===== src/rtl/i2cstop_pkg.sv =====
package i2cstop_pkg;
  typedef enum logic [2:0] {
    ST_IDLE    = 3'd0,
    ST_SDA_LOW = 3'd1,
    ST_SCL_CNT = 3'd2,
    ST_SCL_REL = 3'd3,
    ST_SDA_CNT = 3'd4,
    ST_SDA_REL = 3'd5,
    ST_FIN_CNT = 3'd6
  } stop_state_t;

  function automatic logic pulls_scl(stop_state_t s);
    return (s == ST_SDA_LOW) || (s == ST_SCL_CNT);
  endfunction

  function automatic logic pulls_sda(stop_state_t s);
    return (s == ST_SDA_LOW) || (s == ST_SCL_CNT) ||
           (s == ST_SCL_REL) || (s == ST_SDA_CNT);
  endfunction
endpackage


===== src/rtl/stop_line_sync.sv =====
module stop_line_sync #(
  parameter int STAGES = 2
) (
  input  logic clk,
  input  logic rst,
  input  logic line_in,
  output logic line_s
);
  logic [STAGES-1:0] sh;

  generate
    if (STAGES == 1) begin : g_one
      always_ff @(posedge clk) begin
        if (rst) sh <= '1;
        else     sh <= line_in;
      end
    end else begin : g_many
      always_ff @(posedge clk) begin
        if (rst) sh <= '1;
        else     sh <= {sh[STAGES-2:0], line_in};
      end
    end
  endgenerate

  assign line_s = sh[STAGES-1];
endmodule


===== src/rtl/stop_brg.sv =====
module stop_brg #(
  parameter int BRG_W = 8
) (
  input  logic             clk,
  input  logic             rst,
  input  logic             load,
  input  logic             run,
  input  logic [BRG_W-1:0] reload,
  output logic             zero
);
  logic [BRG_W-1:0] cnt;

  always_ff @(posedge clk) begin
    if (rst)                    cnt <= '0;
    else if (load)              cnt <= reload;
    else if (run && cnt != '0)  cnt <= cnt - 1'b1;
  end

  assign zero = (cnt == '0);
endmodule


===== src/rtl/stop_fsm.sv =====
module stop_fsm
  import i2cstop_pkg::*;
(
  input  logic clk,
  input  logic rst,
  input  logic pend,
  input  logic xfer_done,
  input  logic scl_s,
  input  logic sda_s,
  input  logic brg_zero,
  output logic brg_load,
  output logic brg_run,
  output logic det_set,
  output logic seq_done,
  output logic scl_oe,
  output logic sda_oe
);
  stop_state_t st, st_n;

  always_comb begin
    st_n     = st;
    brg_load = 1'b0;
    brg_run  = 1'b0;
    det_set  = 1'b0;
    seq_done = 1'b0;
    case (st)
      ST_IDLE:    if (pend && xfer_done) st_n = ST_SDA_LOW;
      ST_SDA_LOW: if (!sda_s) begin
                    brg_load = 1'b1;
                    st_n     = ST_SCL_CNT;
                  end
      ST_SCL_CNT: begin
                    brg_run = 1'b1;
                    if (brg_zero) st_n = ST_SCL_REL;
                  end
      ST_SCL_REL: if (scl_s) begin
                    brg_load = 1'b1;
                    st_n     = ST_SDA_CNT;
                  end
      ST_SDA_CNT: begin
                    brg_run = 1'b1;
                    if (brg_zero) st_n = ST_SDA_REL;
                  end
      ST_SDA_REL: if (sda_s && scl_s) begin
                    brg_load = 1'b1;
                    det_set  = 1'b1;
                    st_n     = ST_FIN_CNT;
                  end
      ST_FIN_CNT: begin
                    brg_run = 1'b1;
                    if (brg_zero) begin
                      seq_done = 1'b1;
                      st_n     = ST_IDLE;
                    end
                  end
      default:    st_n = ST_IDLE;
    endcase
  end

  always_ff @(posedge clk) begin
    if (rst) begin
      st     <= ST_IDLE;
      scl_oe <= 1'b0;
      sda_oe <= 1'b0;
    end else begin
      st     <= st_n;
      scl_oe <= pulls_scl(st_n);
      sda_oe <= pulls_sda(st_n);
    end
  end
endmodule


===== src/rtl/stop_regs.sv =====
module stop_regs #(
  parameter int DATA_W = 8
) (
  input  logic              clk,
  input  logic              rst,
  input  logic              stop_req,
  input  logic              xfer_start,
  input  logic              irq_clr,
  input  logic              wcol_clr,
  input  logic              tx_we,
  input  logic [DATA_W-1:0] tx_wdata,
  input  logic              det_set,
  input  logic              seq_done,
  output logic              pend,
  output logic              seen,
  output logic              irq,
  output logic              wcol,
  output logic [DATA_W-1:0] tx_q
);
  logic collide;
  assign collide = tx_we && pend;

  always_ff @(posedge clk) begin
    if (rst) begin
      pend <= 1'b0;
      seen <= 1'b0;
      irq  <= 1'b0;
      wcol <= 1'b0;
      tx_q <= '0;
    end else begin
      if (seq_done)      pend <= 1'b0;
      else if (stop_req) pend <= 1'b1;

      if (det_set)         seen <= 1'b1;
      else if (xfer_start) seen <= 1'b0;

      if (seq_done)     irq <= 1'b1;
      else if (irq_clr) irq <= 1'b0;

      if (collide)       wcol <= 1'b1;
      else if (wcol_clr) wcol <= 1'b0;

      if (tx_we && !pend) tx_q <= tx_wdata;
    end
  end
endmodule


===== src/rtl/i2c_stop_seq.sv =====
module i2c_stop_seq #(
  parameter int BRG_W       = 8,
  parameter int DATA_W      = 8,
  parameter int SYNC_STAGES = 2
) (
  input  logic              clk,
  input  logic              rst,
  input  logic [BRG_W-1:0]  brg_reload,
  input  logic              xfer_done,
  input  logic              xfer_start,
  input  logic              stop_req,
  input  logic              irq_clr,
  input  logic              wcol_clr,
  input  logic              tx_we,
  input  logic [DATA_W-1:0] tx_wdata,
  input  logic              scl_in,
  input  logic              sda_in,
  output logic              scl_oe,
  output logic              sda_oe,
  output logic              stop_pend,
  output logic              stop_seen,
  output logic              irq_flag,
  output logic              wcol_flag,
  output logic [DATA_W-1:0] tx_data
);
  logic scl_s, sda_s, brg_zero, brg_load, brg_run, det_set, seq_done;

  stop_line_sync #(.STAGES(SYNC_STAGES)) u_scl_sync (
    .clk(clk), .rst(rst), .line_in(scl_in), .line_s(scl_s));
  stop_line_sync #(.STAGES(SYNC_STAGES)) u_sda_sync (
    .clk(clk), .rst(rst), .line_in(sda_in), .line_s(sda_s));

  stop_brg #(.BRG_W(BRG_W)) u_brg (
    .clk(clk), .rst(rst), .load(brg_load), .run(brg_run),
    .reload(brg_reload), .zero(brg_zero));

  stop_fsm u_fsm (
    .clk(clk), .rst(rst), .pend(stop_pend), .xfer_done(xfer_done),
    .scl_s(scl_s), .sda_s(sda_s), .brg_zero(brg_zero),
    .brg_load(brg_load), .brg_run(brg_run), .det_set(det_set),
    .seq_done(seq_done), .scl_oe(scl_oe), .sda_oe(sda_oe));

  stop_regs #(.DATA_W(DATA_W)) u_regs (
    .clk(clk), .rst(rst), .stop_req(stop_req), .xfer_start(xfer_start),
    .irq_clr(irq_clr), .wcol_clr(wcol_clr), .tx_we(tx_we),
    .tx_wdata(tx_wdata), .det_set(det_set), .seq_done(seq_done),
    .pend(stop_pend), .seen(stop_seen), .irq(irq_flag),
    .wcol(wcol_flag), .tx_q(tx_data));
endmodule


===== config.mk =====
export PLATFORM = sky130hd
export DESIGN_NAME = i2c_stop_seq
export DESIGN_NICKNAME = d
export VERILOG_FILES = /design/src/rtl/i2cstop_pkg.sv /design/src/rtl/stop_line_sync.sv /design/src/rtl/stop_brg.sv /design/src/rtl/stop_fsm.sv /design/src/rtl/stop_regs.sv /design/src/rtl/i2c_stop_seq.sv
export SDC_FILE = /design/constraint.sdc
export NUM_CORES = 1
export LEC_CHECK = 0
export ABC_AREA = 1
export CORE_ASPECT_RATIO = 0.7
export CORE_MARGIN = 5
export CORE_UTILIZATION = 52
export DETAILED_ROUTE_END_ITERATION = 12
export DONT_BUFFER_PORTS = 1
export PLACE_DENSITY = 0.67
export SYNTH_ARGS = -nofsm -noshare
export SYNTH_HDL_FRONTEND = slang
export SYNTH_SLANG_ARGS = --single-unit

===== constraint.sdc =====
create_clock -name clk -period 1.8 [get_ports clk]
set_input_delay 0.54 -clock clk [delete_from_list [all_inputs] [get_ports clk]]
set_output_delay 0.54 -clock clk [all_outputs]
set_load 0.02 [all_outputs]

==> results of run 1 <==
how the worst max path moves through the flow:
stage                                          from                        end  depth (start not counted)
after floorplan           u_brg.cnt[0]$_SDFFE_PP0P_  u_brg.cnt[3]$_SDFFE_PP0P_                          8
after global placement    u_brg.cnt[0]$_SDFFE_PP0P_    u_fsm.sda_oe$_SDFF_PP0_                          7
after detailed placement  u_brg.cnt[1]$_SDFFE_PP0P_  u_brg.cnt[6]$_SDFFE_PP0P_                          8
after CTS                 u_brg.cnt[1]$_SDFFE_PP0P_  u_brg.cnt[6]$_SDFFE_PP0P_                          8
after global routing      u_brg.cnt[1]$_SDFFE_PP0P_  u_brg.cnt[6]$_SDFFE_PP0P_                          8
final                     u_brg.cnt[0]$_SDFFE_PP0P_  u_brg.cnt[6]$_SDFFE_PP0P_                          8
per-stage QoR:
step / utilization, % / hold WS [ns] / instances / total power, mW
3_5_place_dp: 57.25 / 0.3932 / 236 / 0.8552
4_1_cts: 61.96 / 0.3161 / 244 / 1.557
3_3_place_gp: 57.25 / 0.3944 / 236 / 0.8495
2_1_floorplan: - / 0.3895 / 205 / 0.8342
5_1_grt: 61.96 / 0.3102 / 244 / 1.617
6_report: 61.96 / 0.3231 / 244 / 1.547
sequential cells by signal, summed over array words and instances (netlist names), 2 cells and up:
register / flops
u_brg.cnt: 8
u_regs.tx_q: 8
u_fsm.st: 3
u_scl_sync.sh: 2
u_sda_sync.sh: 2
cell type report:
type	count	share of cell area (%)
clock buffer	6	5.222
clock inverter	2	2.373
inverter	21	4.984
multi-input combinational	151	47.55
sequential	29	36.71
tap	34	2.690
timing repair buffer	1	0.4747
power by group through the flow:
stage               registers, mW  logic (mW)  clock network (mW)
floorplan                   0.730       0.104                   0
global placement            0.738       0.112                   0
detailed placement          0.738       0.117                   0
CTS                         0.724       0.119               0.714
global route                0.728       0.138               0.752
finish                      0.724       0.118               0.705
worst max-delay path: stages, from the launching register on:
cell	delay (ns)
dfxtp_1	0.31
inv_1	0.07
ha_1	0.27
nand2_1	0.18
nor2_4	0.07
nor2_4	0.24
nor2_4	0.10
a21oi_1	0.17
nor2_1	0.05
cell usage after synthesis:
library cell  number  area [um^2]
a21oi_1           12        60.06
a21oi_2            1        8.760
buf_4              1        7.510
clkbuf_1           3        11.26
dfxtp_1           29        580.6
ha_1               1        12.51
inv_1             16        60.06
inv_2              5        18.77
nand2_1           49        183.9
nand2_2            3        18.77
nand3_1            6        30.03
nand3_2            1        10.01
nand3_4            1        17.52
nand3b_2           1        11.26
nand4_1            2        12.51
nor2_1            37        138.9
nor2_2             6        37.54
nor2_4             4        45.04
o21ai_0           13        65.06
o21ai_1            3        15.01
o21ai_2            2        17.52
o21bai_1           1        7.510
or2_2              4        25.02
xnor2_1            2        17.52
xor2_1             2        17.52
cells by family (layout without fill, tap and decap cells):
| family | count (synthesis) | count (layout) | synth area share, % |
|---|---|---|---|
| flip-flops | 29 | 29 | 40.60 |
| buffers and inverters | 25 | 30 | 6.825 |
| AO/OA/AOI/OAI | 32 | 32 | 12.16 |
| adder cells (fa/ha/maj) | 1 | 1 | 0.8748 |
| XOR/XNOR | 4 | 4 | 2.450 |
| AND/OR/NAND/NOR | 114 | 114 | 37.10 |
metal layers:
metal  wire length (um)  vias to the layer above  GRT usage (%)  part of all wire, %
met1               1513                      552          21.72                   48
met4                 44                        0          7.362                  1.4
li1                   -                      649              -                    -
met5                  0                        -              0                    0
met2               1313                       45          29.19                   42
met3                254                        7          6.716                  8.1
placed cells by master (no fill, tap or decap), types with 2 or more instances in the layout:
| master | netlist | final |
|---|---|---|
| nand2_1 | 49 | 49 |
| nor2_1 | 37 | 37 |
| dfxtp_1 | 29 | 29 |
| inv_1 | 16 | 16 |
| o21ai_0 | 13 | 13 |
| a21oi_1 | 12 | 12 |
| nor2_2 | 6 | 6 |
| nand3_1 | 6 | 6 |
| clkbuf_8 | 0 | 6 |
| inv_2 | 5 | 5 |
| nor2_4 | 4 | 4 |
| or2_2 | 4 | 4 |
| o21ai_1 | 3 | 3 |
| nand2_2 | 3 | 3 |
| xor2_1 | 2 | 2 |
| o21ai_2 | 2 | 2 |
| nand4_1 | 2 | 2 |
| xnor2_1 | 2 | 2 |
==> results.tsv, run 1 <==
metric	value	unit
power_switching	378.9	uW
ant_nets	0	
hold_viol_final	0	
place_area	0.001461	mm^2
rsz0062_at_grt	false	
netlist_instances	205	
hold_depth	1	
cts_tree	yes	
worst_hold_startpoint	rst	
clkSinkCount	29	
worst_pin_slew	0.3486	ns
pwr-share-comb	7.7	%
cts.path.max_buffers	2	
initialDrtViolationCount	141	
reg2reg_depth	8	
regToRegEndpoint	u_brg.cnt[6]$_SDFFE_PP0P_	
wl_per_cell	12.81	um
crit_required	1.98	ns
post_route_cells_drive_above_1_share	17.62	%
hp-class	primary input to flip-flop	
p_leak	0.7446	nW
core.rowCount	15	
htreeDepth	2	
seq_area_frac_synth	40.59	%
post-route-drc-count	0	
syn_nets	232	
intPower	1.169	mW
worst-setup-path-type	flip-flop to flip-flop	
wl	3.125	mm
ys_warn_count	0	
die-height	53.88	um
clock-skew-final	0.005695	ns
multi_input_area	752.0	um^2
power_frac_seq	46.8	%
fin_area	0.001582	mm^2
die_width	72.68	um
syn-cell-area	0.001430	mm^2
routed_via_density	5.135	
post_cts.resized_instances	0	
avgSynthCellArea	6.976	um^2
fin_nets	236	
vias	1253	
reg2reg_slack	0.23	ns
period_share	87.10	%
ff_latch_area	580.6	um^2
drv_slew	0	
grt_pass1_wl	5.326	mm
grt_pass1_vias	1237	
max_cap_violations	0	
clk_latency	0.28	ns
synthDistinctLibCells	25	
antenna_found_initial	0	
irDropWorstVdd	0.0005963	V
status	finished clean	
p_per_area	978.5	mW/mm^2
hpwl	2.284	mm
tns	0	ns
crit_fanout	9	
core	0.002552	mm^2
fin_ws	0.2322	ns
worstHoldEndpoint	u_fsm.st[0]$_SDFF_PP0_	
post_cts_buffers	0	
place_worst_setup_slack	0.2383	ns
slew_headroom	76.73	%
place_congestion	0.9162	
sw_frac_of_total	24.48	%
io_pins	40	
finalCriticalPeriod	1.568	ns
n_antenna_cell	0	
cts_hold_buf	0	
setup-violations-final	0	
cts_buffers	5	
grt_max_degree	19	
power_frac_clock	45.5	%
fillCellCount	247	
die_area	0.003916	mm^2
overflow	0	
critPathLaunchType	flip-flop	
cts_root_buf	clkbuf_8	
cp-end-kind	flip-flop	
grt_usage	17.98	%
fmax	0.6379	GHz
crit_arrival	1.75	ns
start_util	56.03	%
io_buffers	0	
r2r_start	u_brg.cnt[0]$_SDFFE_PP0P_	
drtPass1Iterations	4	
area_delta_synth_final	10.59	%
ys_seq_elements	29	
clk_pin_slew_worst_paths	0.07	ns
No activity file was read; power rests on OpenSTA's default activity.
==> inputs of run 2 (changes only) <==
Settings changed: CORE_ASPECT_RATIO 0.7 to 0.8, SKIP_LAST_GASP set to 1.
==> run 2 against run 1 <==
Net effect:
- fmax shrank 1.4%
- first-iteration DRC count shrank 43%
- global-route usage shrank 0.69 points
- non-clock buffer count is the same
- combinational power is essentially flat
- total power shrank 9.3%
- die area shrank 0.26%
- critical path depth is the same
- sequential share of layout area grew 0.62 points
- sequential cell count is the same
- hold slack lost 0.043 ns
- critical path type unchanged
==> results.tsv, run 2 (synthesis gave the netlist of run 1 again) <==
metric	value	unit	change
status	finished clean		unchanged
pwr-share-comb	8.4	%	was 7.7%
grt_max_degree	19		unchanged
regToRegEndpoint	u_brg.cnt[4]$_SDFFE_PP0P_		was u_brg.cnt[6]$_SDFFE_PP0P_
irDropWorstVdd	0.0004837	V	was 0.0005963 V
cts_hold_buf	0		unchanged
cts_buffers	5		unchanged
reg2reg_depth	8		unchanged
overflow	0		unchanged
clkSinkCount	29		unchanged
fin_util	57.57	%	was 61.96%
worst_pin_slew	0.3637	ns	was 0.3486 ns
fin_hold_ws	0.2804	ns	was 0.3231 ns
intPower	1.049	mW	was 1.169 mW
most-common-layout-cells	nand2_1, nor2_1, dfxtp_1		unchanged
dp.cells	240		was 236
p_total	1.404	mW	was 1.547 mW
power_switching	355.4	uW	was 378.9 uW
clk_latency	0.32	ns	was 0.28 ns
slew_headroom	75.72	%	was 76.73%
critPathLaunchType	flip-flop		unchanged
fin_area	0.001555	mm^2	was 0.001582 mm^2
die_area	0.003905	mm^2	was 0.003916 mm^2
largestRegisters	u_brg.cnt x8, u_regs.tx_q x8, u_fsm.st x3		unchanged
post-route-drc-count	0		unchanged
crit_required	2.01	ns	was 1.98 ns
sw_frac_of_total	25.31	%	was 24.48%
clk_pin_slew_worst_paths	0.10	ns	was 0.07 ns
fin_nets	236		unchanged
post_cts.resized_instances	0		unchanged
post_cts_buffers	0		unchanged
place_congestion	0.8210		was 0.9162
setup-violations-final	0		unchanged
rsz0062_at_grt	false		unchanged
clock-skew-final	0.005444	ns	was 0.005695 ns
fmax	0.6290	GHz	was 0.6379 GHz
ant_nets	0		unchanged
p_leak	0.7316	nW	was 0.7446 nW
tns	0	ns	unchanged
htreeDepth	2		unchanged
reg2reg_slack	0.21	ns	was 0.23 ns
instances_no_fill	248		was 244
place_worst_setup_slack	0.2401	ns	was 0.2383 ns
n_antenna_cell	0		unchanged
cp-end-kind	flip-flop		unchanged
finalCriticalPeriod	1.590	ns	was 1.568 ns
final_common_cell	nand2_1		unchanged
p_per_area	902.7	mW/mm^2	was 978.5 mW/mm^2
r2r_start	u_brg.cnt[0]$_SDFFE_PP0P_		unchanged
drv_slew	0		unchanged
routed_via_density	5.008		was 5.135
io_pins	40		unchanged
period_share	88.32	%	was 87.10%
crit_end	u_brg.cnt[4]$_SDFFE_PP0P_		was u_brg.cnt[6]$_SDFFE_PP0P_
antenna_found_initial	0		unchanged
power_frac_seq	51.5	%	was 46.8%
crit_fanout	9		unchanged
hp-class	primary input to flip-flop		unchanged
area_delta_synth_final	8.749	%	was 10.59%
initialDrtViolationCount	81		was 141
core	0.002701	mm^2	was 0.002552 mm^2
wl	3.037	mm	was 3.125 mm
hpwl	2.318	mm	was 2.284 mm
die-height	56.91	um	was 53.88 um
cp-startpoint	u_brg.cnt[0]$_SDFFE_PP0P_		unchanged
grt_usage	17.29	%	was 17.98%
cts_root_buf	clkbuf_4		was clkbuf_8
grt_pass1_wl	5.099	mm	was 5.326 mm
wl_per_cell	12.25	um	was 12.81 um
place_area	0.001466	mm^2	was 0.001461 mm^2
post_route_cells_drive_above_1_share	17.62	%	unchanged
max_cap_violations	0		unchanged
hold_viol_final	0		unchanged
core.rowCount	17		was 15
cts_tree	yes		unchanged
fin_ws	0.2103	ns	was 0.2322 ns
die_width	68.63	um	was 72.68 um
cts.path.max_buffers	2		unchanged
grt_pass1_vias	1219		was 1237
worst-setup-path-type	flip-flop to flip-flop		unchanged
crit_arrival	1.80	ns	was 1.75 ns
power_frac_clock	40.1	%	was 45.5%
drtPass1Iterations	4		unchanged
worst_hold_startpoint	rst		unchanged
start_util	52.94	%	was 56.03%
vias	1242		was 1253
io_buffers	0		unchanged
## run 2: worst min path at each step
stage | end | slack [ns] | cells after the start
detailed placement | u_sda_sync.sh[1]$_SDFF_PP1_ | 0.39 | 1
global route | u_fsm.st[2]$_SDFF_PP0_ | 0.24 | 1
floorplan | u_scl_sync.sh[1]$_SDFF_PP1_ | 0.39 | 1
finish | u_fsm.st[0]$_SDFF_PP0_ | 0.28 | 1
global placement | u_scl_sync.sh[1]$_SDFF_PP1_ | 0.39 | 1
CTS | u_fsm.st[2]$_SDFF_PP0_ | 0.26 | 1
## run 2: final cells by class
| type | count | area, um^2 |
|---|---|---|
| clock buffer | 6 | 51.30 |
| clock inverter | 2 | 37.54 |
| fill | 287 | 1146 |
| inverter | 21 | 78.83 |
| multi-input combinational | 151 | 752.0 |
| sequential | 29 | 580.6 |
| tap | 38 | 47.55 |
| timing repair buffer | 1 | 7.507 |
## run 2: routing by layer
metal  share of wire, %  global-route usage (%)  up-vias  wire length, um
li1                   -                       -      651                -
met1                 44                   20.95      544             1328
met2                 47                   27.07       43             1426
met3                8.3                   7.400        4              251
met4                1.0                   5.949        0               31
met5                  0                       0        -                0
## run 2: worst max-delay path, stage by stage, from the launching register on
cell     delay (ns)
dfxtp_1        0.32
inv_1          0.07
ha_1           0.27
nand2_1        0.18
nor2_4         0.07
nor2_4         0.24
nor2_4         0.10
a21oi_1        0.18
nor2_1         0.05
## run 2: power groups by stage
stage / Clock, mW / Combinational, mW / Sequential, mW
after CTS: 0.578 / 0.118 / 0.724
after global placement: 0 / 0.112 / 0.738
final: 0.563 / 0.118 / 0.723
after detailed placement: 0 / 0.117 / 0.739
after global routing: 0.616 / 0.135 / 0.728
after floorplan: 0 / 0.104 / 0.730
==> inputs of run 3 (changes only) <==
Settings changed: ABC_AREA 1 to not set.
==> run 3 against run 2 <==
Net effect:
- utilization rose by 2.9 points
- die area shrank 3.0%
- total power shrank 14%
- synthesized area is 3.6% lower
- hold slack got worse by 0.0032 ns
- design area fell by 2.7%
- register-to-register slack got worse by 0.13 ns
- cell count decreased by 24%
==> results.tsv, run 3 <==
metric	value	unit	change
ys_seq_elements	29		unchanged
cp_slowest_stage_delay	0.34	ns	was 0.32 ns
crit_required	2.01	ns	about the same
critPathLaunchType	flip-flop		unchanged
clk_latency	0.32	ns	about the same
place_congestion	0.8746		was 0.8210
post-route-drc-count	0		unchanged
async_flop_share	0	%	unchanged
post_route_cells_drive_above_1_share	20.92	%	was 17.62%
instances_no_fill	189		was 248
cts_tree	yes		unchanged
core	0.002502	mm^2	was 0.002701 mm^2
ys_warn_count	0		unchanged
drtPass1Iterations	4		unchanged
largestRegisters	u_brg.cnt x8, u_regs.tx_q x8, u_fsm.st x3		unchanged
syn-cell-area	0.001379	mm^2	was 0.001430 mm^2
fin_ws	0.07854	ns	was 0.2103 ns
p_leak	0.5939	nW	was 0.7316 nW
ant_nets	0		unchanged
place_worst_setup_slack	0.05186	ns	was 0.2401 ns
htreeDepth	2		unchanged
synthDistinctLibCells	43		was 25
vias	1049		was 1242
antenna_found_initial	0		unchanged
grt_max_degree	29		was 19
fmax	0.5809	GHz	was 0.6290 GHz
netlist_top_cells_count	dfxtp_1, nor2_1, mux2i_1, inv_1, a21oi_1		was nand2_1, nor2_1, dfxtp_1, inv_1, o21ai_0
hp-class	primary input to flip-flop		unchanged
max_cap_violations	0		unchanged
yosys.area.top_type_share	42.11	%	was 40.59%
grt_usage	14.16	%	was 17.29%
fin_area	0.001513	mm^2	was 0.001555 mm^2
wl_per_cell	14.06	um	was 12.25 um
routed_via_density	5.550		was 5.008
clock-skew-final	0.007017	ns	was 0.005444 ns
io_buffers	0		unchanged
area_delta_synth_final	9.710	%	was 8.749%
netlist_instances	146		was 205
synth_edf_count	0		unchanged
n_antenna_cell	0		unchanged
crit_slowest_cell	dfxtp_1		unchanged
most-common-layout-cells	dfxtp_1, nor2_1, mux2i_1		was nand2_1, nor2_1, dfxtp_1
cts_root_buf	clkbuf_4		unchanged
place_area	0.001419	mm^2	was 0.001466 mm^2
tns	0	ns	unchanged
wl	2.657	mm	was 3.037 mm
cts_hold_buf	0		unchanged
rsz0062_at_grt	true		was false
fin_util	60.45	%	was 57.57%
avgSynthCellArea	9.444	um^2	was 6.976 um^2
cpMostUsedCell	nand2_1		was nor2_4
final_common_cell	dfxtp_1		was nand2_1
die-height	56.06	um	was 56.91 um
slew_headroom	64.61	%	was 75.72%
path_cells	inv_1 -> ha_2 -> nor3b_4 -> nand2_1 -> a211oi_2 -> nand2_1 -> mux2i_1		was inv_1 -> ha_1 -> nand2_1 -> nor2_4 -> nor2_4 -> nor2_4 -> a21oi_1 -> nor2_1
hold_viol_final	0		unchanged
dp.cells	180		was 240
seq_area_frac_synth	42.11	%	was 40.59%
finalCriticalPeriod	1.721	ns	was 1.590 ns
io_pins	40		unchanged
die_area	0.003788	mm^2	was 0.003905 mm^2
worst-setup-path-type	flip-flop to flip-flop		unchanged
period_share	95.64	%	was 88.32%
worst_hold_startpoint	rst		unchanged
yosysTopAreaCell	dfxtp_1		unchanged
cts_buffers	5		unchanged
cp-end-kind	flip-flop		unchanged
crit_fanout	4		was 9
clkSinkCount	29		unchanged
irDropWorstVdd	0.0004431	V	was 0.0004837 V
cts.path.max_buffers	2		unchanged
r2r_start	u_brg.cnt[0]$_SDFFE_PP0P_		unchanged
grt_pass1_vias	914		was 1219
start_util	55.10	%	was 52.94%
p_total	1.208	mW	was 1.404 mW
status	finished clean		unchanged
clk_pin_slew_worst_paths	0.09	ns	was 0.10 ns
setup-violations-final	0		unchanged
core.rowCount	16		was 17
worst_pin_slew	0.5235	ns	was 0.3637 ns
p_per_area	798.6	mW/mm^2	was 902.7 mW/mm^2
crit_arrival	1.94	ns	was 1.80 ns
synth.most_common_cell	dfxtp_1		was nand2_1
hpwl	1.947	mm	was 2.318 mm
fin_nets	179		was 236
overflow	0		unchanged
initialDrtViolationCount	54		was 81
grt_pass1_wl	4.064	mm	was 5.099 mm
cp-startpoint	u_brg.cnt[0]$_SDFFE_PP0P_		unchanged
fillCellCount	234		was 287
synthTopCellsByArea	dfxtp_1, mux2i_1, nor2_1		was dfxtp_1, nand2_1, nor2_1
syn_nets	173		was 232
die_width	67.57	um	was 68.63 um
fin_hold_ws	0.2771	ns	was 0.2804 ns
synthFlopType	dfxtp_1		unchanged
drv_slew	0		unchanged
[run 3: changes by cell type after synthesis, moves of 4 or more]
cell | before | now
nand2_1 | 49 | 6
nor2_1 | 37 | 23
o21ai_0 | 13 | 0
mux2i_1 | 0 | 11
inv_1 | 16 | 9
nor2_2 | 6 | 0
a21oi_1 | 12 | 7
inv_2 | 5 | 0
a211oi_1 | 0 | 4
nand3_1 | 6 | 2
nor2_4 | 4 | 0
[run 3: worst max-delay path: cells and delay by family (launching register included)]
kind	cells	cell delay (ns)
fa+ha+maj	1	0.19
buf+inv	1	0.08
compound gates	1	0.34
mux	1	0.13
simple gates	3	0.52
flops	1	0.34
[run 3: worst paths after layout]
path	to	cells past startpoint	slack, ns
setup / recovery	u_fsm.sda_oe$_SDFF_PP0_	7	0.08
hold / removal	u_brg.cnt[3]$_SDFFE_PP0P_	1	0.28
hold reg to reg	u_scl_sync.sh[1]$_SDFF_PP1_	1	0.42
setup reg to reg	u_fsm.sda_oe$_SDFF_PP0_	7	0.08
[run 3: what timing repair did]
action	CTS	global route
setup buffers	0	1
endpoints found under the setup margin	0	7
resized for setup	0	6
[run 3: kinds of logic after synthesis]
kind of cell	after synthesis	share of synthesized area [%]
AND/OR/NAND/NOR	57	23.50
flip-flops	29	42.11
AO/OA/AOI/OAI	25	15.52
buffers and inverters	16	5.534
multiplexers	11	7.986
XOR/XNOR	7	4.447
adder cells (fa/ha/maj)	1	0.9073
[run 3: layout make-up]
cell class / instances / area, um^2 / area share (%)
Clock buffer: 6 / 41.29 / 2.730
Multi-Input combinational cell: 101 / 755.7 / 49.96
Timing Repair Buffer: 6 / 45.04 / 2.978
Inverter: 9 / 33.78 / 2.233
Sequential cell: 29 / 581.8 / 38.46
Clock inverter: 2 / 10.01 / 0.6617
Tap cell: 36 / 45.04 / 2.978
[run 3: metal layers]
layer  track usage, %  part of all wire (%)  vias up
met5                0                     0        -
met4            6.647                   1.2        0
met3            6.465                   9.6        6
met2            19.83                    45       33
met1            18.09                    45      492
li1                 -                     -      518
[run 3: power by group]
part	internal [mW]	leakage, nW	total (mW)	switching (mW)
registers	0.671	0.237	0.717	0.0458
logic	0.0654	0.324	0.130	0.0649
clock network	0.148	0.0320	0.361	0.213
total	0.885	0.594	1.21	0.323
